### src/rtl/spi_byte_slave.sv
module spi_byte_slave #(
  parameter int DATA_W  = 8,
  parameter int MIN_GAP = 4
) (
  input  logic              clk,
  input  logic              rst_n,
  input  logic              sck_i,
  input  logic              mosi_i,
  input  logic              sel_n_i,
  output logic              miso_o,
  output logic              miso_oe,
  input  logic              tx_load,
  input  logic [DATA_W-1:0] tx_byte,
  output logic [DATA_W-1:0] rx_byte,
  output logic              rx_valid,
  input  logic              rx_ack,
  output logic              overrun,
  output logic              gap_err
);
  localparam int CW = $clog2(DATA_W + 2);
  localparam int GW = $clog2(MIN_GAP + 1);
  localparam logic [CW-1:0] CMAX = '1;
  localparam logic [GW-1:0] GMIN = GW'(MIN_GAP);

  logic [1:0] sck_m, mosi_m, sel_m;
  logic       sck_q, sel_q;
  logic [DATA_W-1:0] rx_sh, tx_sh, tx_hold;
  logic [CW-1:0] bit_cnt;
  logic [GW-1:0] gap_cnt;
  logic rx_full;

  wire sck_s = sck_m[1];
  wire sel_s = sel_m[1];
  wire rise_evt = ~sel_s & sck_s & ~sck_q;
  wire fall_evt = ~sel_s & ~sck_s & sck_q;
  wire sel_fall = sel_q & ~sel_s;
  wire sel_rise = ~sel_q & sel_s;
  wire commit   = sel_rise && bit_cnt == CW'(DATA_W);

  assign miso_o = tx_sh[DATA_W-1];

  always_ff @(posedge clk or negedge rst_n) begin
    if (!rst_n) begin
      sck_m <= '0; mosi_m <= '0; sel_m <= '1;
      sck_q <= 1'b0; sel_q <= 1'b1;
    end else begin
      sck_m <= {sck_m[0], sck_i};
      mosi_m <= {mosi_m[0], mosi_i};
      sel_m <= {sel_m[0], sel_n_i};
      sck_q <= sck_s;
      sel_q <= sel_s;
    end
  end

  always_ff @(posedge clk or negedge rst_n) begin
    if (!rst_n) begin
      rx_sh <= '0; tx_sh <= '0; tx_hold <= '0; bit_cnt <= '0;
    end else begin
      if (sel_s) begin
        bit_cnt <= '0;
        tx_sh <= tx_hold;
        if (tx_load) tx_hold <= tx_byte;
      end else begin
        if (sel_fall) tx_hold <= '0;
        if (rise_evt) begin
          rx_sh <= {rx_sh[DATA_W-2:0], mosi_m[1]};
          if (bit_cnt != CMAX) bit_cnt <= bit_cnt + 1'b1;
        end
        if (fall_evt) tx_sh <= {tx_sh[DATA_W-2:0], 1'b0};
      end
    end
  end

  always_ff @(posedge clk or negedge rst_n) begin
    if (!rst_n) begin
      rx_byte <= '0; rx_valid <= 1'b0; rx_full <= 1'b0;
      overrun <= 1'b0; gap_err <= 1'b0; miso_oe <= 1'b0;
      gap_cnt <= GMIN;
    end else begin
      miso_oe <= ~sel_s;
      rx_valid <= commit;
      if (commit) begin
        rx_byte <= rx_sh;
        rx_full <= 1'b1;
        if (rx_full && !rx_ack) overrun <= 1'b1;
      end else if (rx_ack) begin
        rx_full <= 1'b0;
      end
      if (!sel_s) gap_cnt <= '0;
      else if (gap_cnt != GMIN) gap_cnt <= gap_cnt + 1'b1;
      if (sel_fall && gap_cnt < GMIN) gap_err <= 1'b1;
    end
  end
endmodule


### config.mk
export PLATFORM = sky130hd
export DESIGN_NAME = spi_byte_slave
export DESIGN_NICKNAME = d
export VERILOG_FILES = /design/src/rtl/spi_byte_slave.sv
export SDC_FILE = /design/constraint.sdc
export NUM_CORES = 1
export LEC_CHECK = 0
export BUFFER_PORTS_ARGS = -buffer_cell sky130_fd_sc_hd__buf_4
export CAP_MARGIN = 10
export CORE_MARGIN = 2
export CORE_UTILIZATION = 51
export CTS_CLUSTER_DIAMETER = 50
export DETAILED_ROUTE_END_ITERATION = 8
export PLACE_DENSITY = 0.75
export SYNTH_ARGS = -nofsm -noshare
export SYNTH_HDL_FRONTEND = slang
export SYNTH_SLANG_ARGS = --single-unit
### constraint.sdc
create_clock -name clk -period 1.6 [get_ports clk]
set_input_delay 0.24 -clock clk [delete_from_list [all_inputs] [get_ports clk]]
set_output_delay 0.24 -clock clk [all_outputs]
set_load 0.005 [all_outputs]
== Word-level counts from Yosys, hierarchy flattened ==
Cells that the tools add are included.

* Logic and storage cells: 59
* Register bits: 52
* Input bits: 15
* Output and inout port bits: 13

* Muxes and demuxes: 12
* Order comparisons: 1
* Bitwise operators: 10
* Eq/ne operators: 5
* $add $sub $neg: 2
* Reductions and logical operators: 13

{| class="wikitable"
|+ Operator list
! operator !! number
|-
| $mux 8 || 5
|-
| $mux 4 || 3
|-
| $reduce_bool 2->1 || 5
|-
| $reduce_and 2->1 || 4
|-
| $and 1x1->1 || 6
|-
| $mux 3 || 2
|-
| $add 4x1->4 const B || 1
|-
| $eq 4x4->1 const B || 1
|-
| $ne 4x4->1 const B || 1
|-
| $not 1->1 || 4
|-
| $add 3x1->3 const B || 1
|-
| $logic_and 1x1->1 || 3
|-
| $lt 3x3->1 const B || 1
|-
| $ne 3x3->1 const B || 1
|-
| $mux 1 || 2
|-
| $ne 2x1->1 const B || 1
|-
| $ne 2x2->1 const B || 1
|-
| $logic_not 1->1 || 1
|}

== Longest topological paths before layout ==
* Word-level depth: 5
* Gate-level depth with buffers: 5
* Mapped depth without buffers: 5

== Worst setup path before layout ==
OpenSTA, ideal clock, no wires.

* Kind: reg-to-reg
* Start: register sel_q
* End: register rx_byte[0]
* Cell stages (with the launch flop): 6
* Clock period less this slack: 1463 ps
* Arrival time: 1339 ps
* Library setup time: 125 ps
* Data required time: 1475 ps
* Setup slack: 137 ps
* Buffers on the path: 2
* Cell sequence: dfstp_2 -> buf_2 -> nor2_1 -> nand4_1 -> buf_2 -> mux2_2

* Longest elaborated chain between the ends: 3

{| class="wikitable"
|+ Ends and longest elaborated chain
! item !! RTL line !! source
|-
| start: declaration || 26 || <nowiki>logic sck_q, sel_q;</nowiki>
|-
| start signal: assignment || 51 || <nowiki>sel_q <= sel_s;</nowiki>
|-
| $not 1->1 || 37 || <nowiki>wire sel_rise = ~sel_q & sel_s;</nowiki>
|-
| $and 1x1->1 || 37 ||
|-
| $logic_and 1x1->1 || 38 || <nowiki>wire commit = sel_rise && bit_cnt == CW'(DATA_W);</nowiki>
|-
| end signal: assignment || 83 || <nowiki>rx_byte <= rx_sh;</nowiki>
|-
| end: declaration || 14 || <nowiki>output logic [DATA_W-1:0] rx_byte,</nowiki>
|}

Every way passes these cells.
A chain may end at the register's enable or synchronous reset.

== Worst setup path in the final report ==
* Start: register bit_cnt[0]
* End: register rx_byte[4]

* Longest elaborated chain between the ends: 2

{| class="wikitable"
|+ Ends and longest elaborated chain
! item !! RTL line !! source
|-
| start: declaration || 28 || <nowiki>logic [CW-1:0] bit_cnt;</nowiki>
|-
| start signal: assignment || 67 || <nowiki>if (bit_cnt != CMAX) bit_cnt <= bit_cnt + 1'b1;</nowiki>
|-
| $eq 4x4->1 || 38 ||
|-
| $logic_and 1x1->1 || 38 ||
|}

Every way passes these cells.

==> results.cfg <==
[synthesis]
synth_area_leaders = dfrtp_1 (57%), mux2_2 (8.5%), mux2i_1 (7.5%)
synth_edf_count = 0
synth_top_area_cell = dfrtp_1
syn_nets = 186
synth-async-reset-ratio = 1.00
synth_ff_type = dfrtp_1
syn-mean-instance-area_um2 = 12.7
synth_cells = 167
synth_seq_cells = 52
synth_area_um2 = 2120
yosysSeqAreaShare = 0.615
ys_types = 32
yosys.area.top_type_share = 0.565
yosys_warnings = 0

[sta]
hold_slack_ns = 0.0380
slew_viol_final = 0
setup_violations = 0
setup-tns-final_ns = 0
rsz0062_at_grt = false
fmax_ghz = 0.706
hold_viol_final = 0
postLayoutSetupSlackWorst_ns = 0.183
slew_headroom = 0.584
worstMarginPinSlew_ns = 0.624
skew_ns = 0.00347
post-route-min-period_ns = 1.42
fin_crit_sh = 0.886

[setup_path]
slowest_delay_ns = 0.42
ff2ff_setup_slack_ns = 0.18
path_cells = inv_1, ha_1, nand4_1, buf_4, mux2_2
crit_path_max_fanout = 11
cp.arrival_ns = 1.61
cp_slowest_cell = dfrtp_1
crit_start = bit_cnt[0]
worst-setup-path-type = reg -> reg
start_kind = flip-flop
critPathRequiredTime_ns = 1.79
reg2reg_from = bit_cnt[0]
crit_path_end_kind = flip-flop
crit_family = flip-flops
cp.buffers_inverters = 2

[die]
fp.coreArea_um2 = 4000
start_util = 0.531
dieArea_um2 = 4700
ioPinCount = 28
chipWidth_um = 68.5
rows = 23
dieHeight_um = 68.5

[finish]
multi_input_area_um2 = 749
diodes = 0
final_cells = 249
fill_cells = 319
regArea_um2 = 1310
post-route-util = 0.625
area_growth_pct = 17.6
final_cell_area_um2 = 2500
mostFrequentLayoutCells = dfrtp_1 (48), buf_4 (31), nand2_1 (20)
final_common_cell = dfrtp_1
drive_gt1_frac = 0.312
fin_nets = 217

[hold_path]
worstHoldStart = mosi_i
hold_path.class = in -> reg

[global_route]
grt_pass1_vias = 1409
antenna_found_initial = 0
grt_pass1_wl_mm = 6.10
track_usage = 0.179
grt_overflow = 0
grt_start_max_net_pins = 53

[drt]
drc = 0
vias = 1351
vias_per_cell = 5.43
routed_wl_mm = 3.59
drtPass1Iterations = 4
wl_per_cell_um = 14.4
final_antenna_net_count = 0
drtIter0Drc = 92

[power]
p_per_area_nw_per_um2 = 1100
peakVddDrop_mv = 0.644
power_mw = 2.75
leakagePower_nw = 1.23

[clocking]
cts-root-buf = clkbuf_8
clk_pin_slew_ns = 0.09
tritoncts = yes
numCtsBuffers = 5
htree_levels = 2
clockBufferDepth = 2
clk_latency_ns = 0.30
cts.sinks = 52
postCtsSetupRepairBufs = 0

[placed_design]
gp_congestion = 0.798
place_area_um2 = 2380
io_buffers = 27
dp_hpwl_mm = 2.54
pre_cts_ws_ns = 0.183
place_inst = 240

[outcome]
run_status = finished, final reports clean

[run]
drv_cap = 0
-- cell usage after synthesis, drive strengths merged, types with 2 or more instances --
cell / number
o22ai: 6
mux2i: 16
mux2: 17
buf: 4
nand2b: 2
o21ai: 10
nor2: 5
dfrtp: 48
nand3: 2
inv: 6
a21oi: 3
nor2b: 3
clkbuf: 4
dfstp: 4
ha: 4
nand2: 21
-- power breakdown --
part / leakage [nW] / total, mW / switching, mW / internal, mW
sequential: 0.663 / 1.58 / 0.111 / 1.47
combinational: 0.514 / 0.297 / 0.132 / 0.165
clock: 0.0541 / 0.873 / 0.411 / 0.462
total: 1.23 / 2.75 / 0.654 / 2.10
-- per-layer routing --
metal	vias up	track usage	part of all wire
met3	12	0.0438	0.037
met5	-	0	0
li1	635	-	-
met1	682	0.207	0.44
met4	0	0.103	0.024
met2	22	0.303	0.50
-- final timing paths --
path,end,cells past startpoint
worst max register to register,rx_byte[4],5
min in group asynchronous,rx_sh[2],2
worst min register to register,sck_m[1],0
worst min-delay path,mosi_m[0],1
max in group asynchronous,bit_cnt[0],2
worst max-delay path,rx_byte[4],5
-- cell type report --
| class | count | share of cell area |
|---|---|---|
| clock buffer | 5 | 0.0275 |
| multi-input combinational | 100 | 0.300 |
| tap | 50 | 0.0250 |
| clock inverter | 3 | 0.0170 |
| timing repair buffer | 32 | 0.0971 |
| sequential | 52 | 0.523 |
| inverter | 7 | 0.0105 |
-- kinds of logic after synthesis --
kind of cell	count (synthesis)	share of synthesized area
compound gates	24	0.0671
flops	52	0.615
xor+xnor	1	0.00412
simple gates	38	0.0907
mux	33	0.167
buf+inv	15	0.0324
fa+ha+maj	4	0.0236
-- what timing repair did --
| item | in CTS | in global routing |
|---|---|---|
| hold buffers | 1 | 0 |
| endpoints found under the hold margin | 48 | 0 |
| resized for setup | 0 | 0 |
-- sequential cells by signal, summed over array words and instances (netlist names), 2 cells and up --
signal   count
rx_byte      8
sck_m        2
gap_cnt      3
tx_sh        8
tx_hold      8
mosi_m       2
bit_cnt      4
rx_sh        8
sel_m        2
Power figures use the tool's default switching activity.
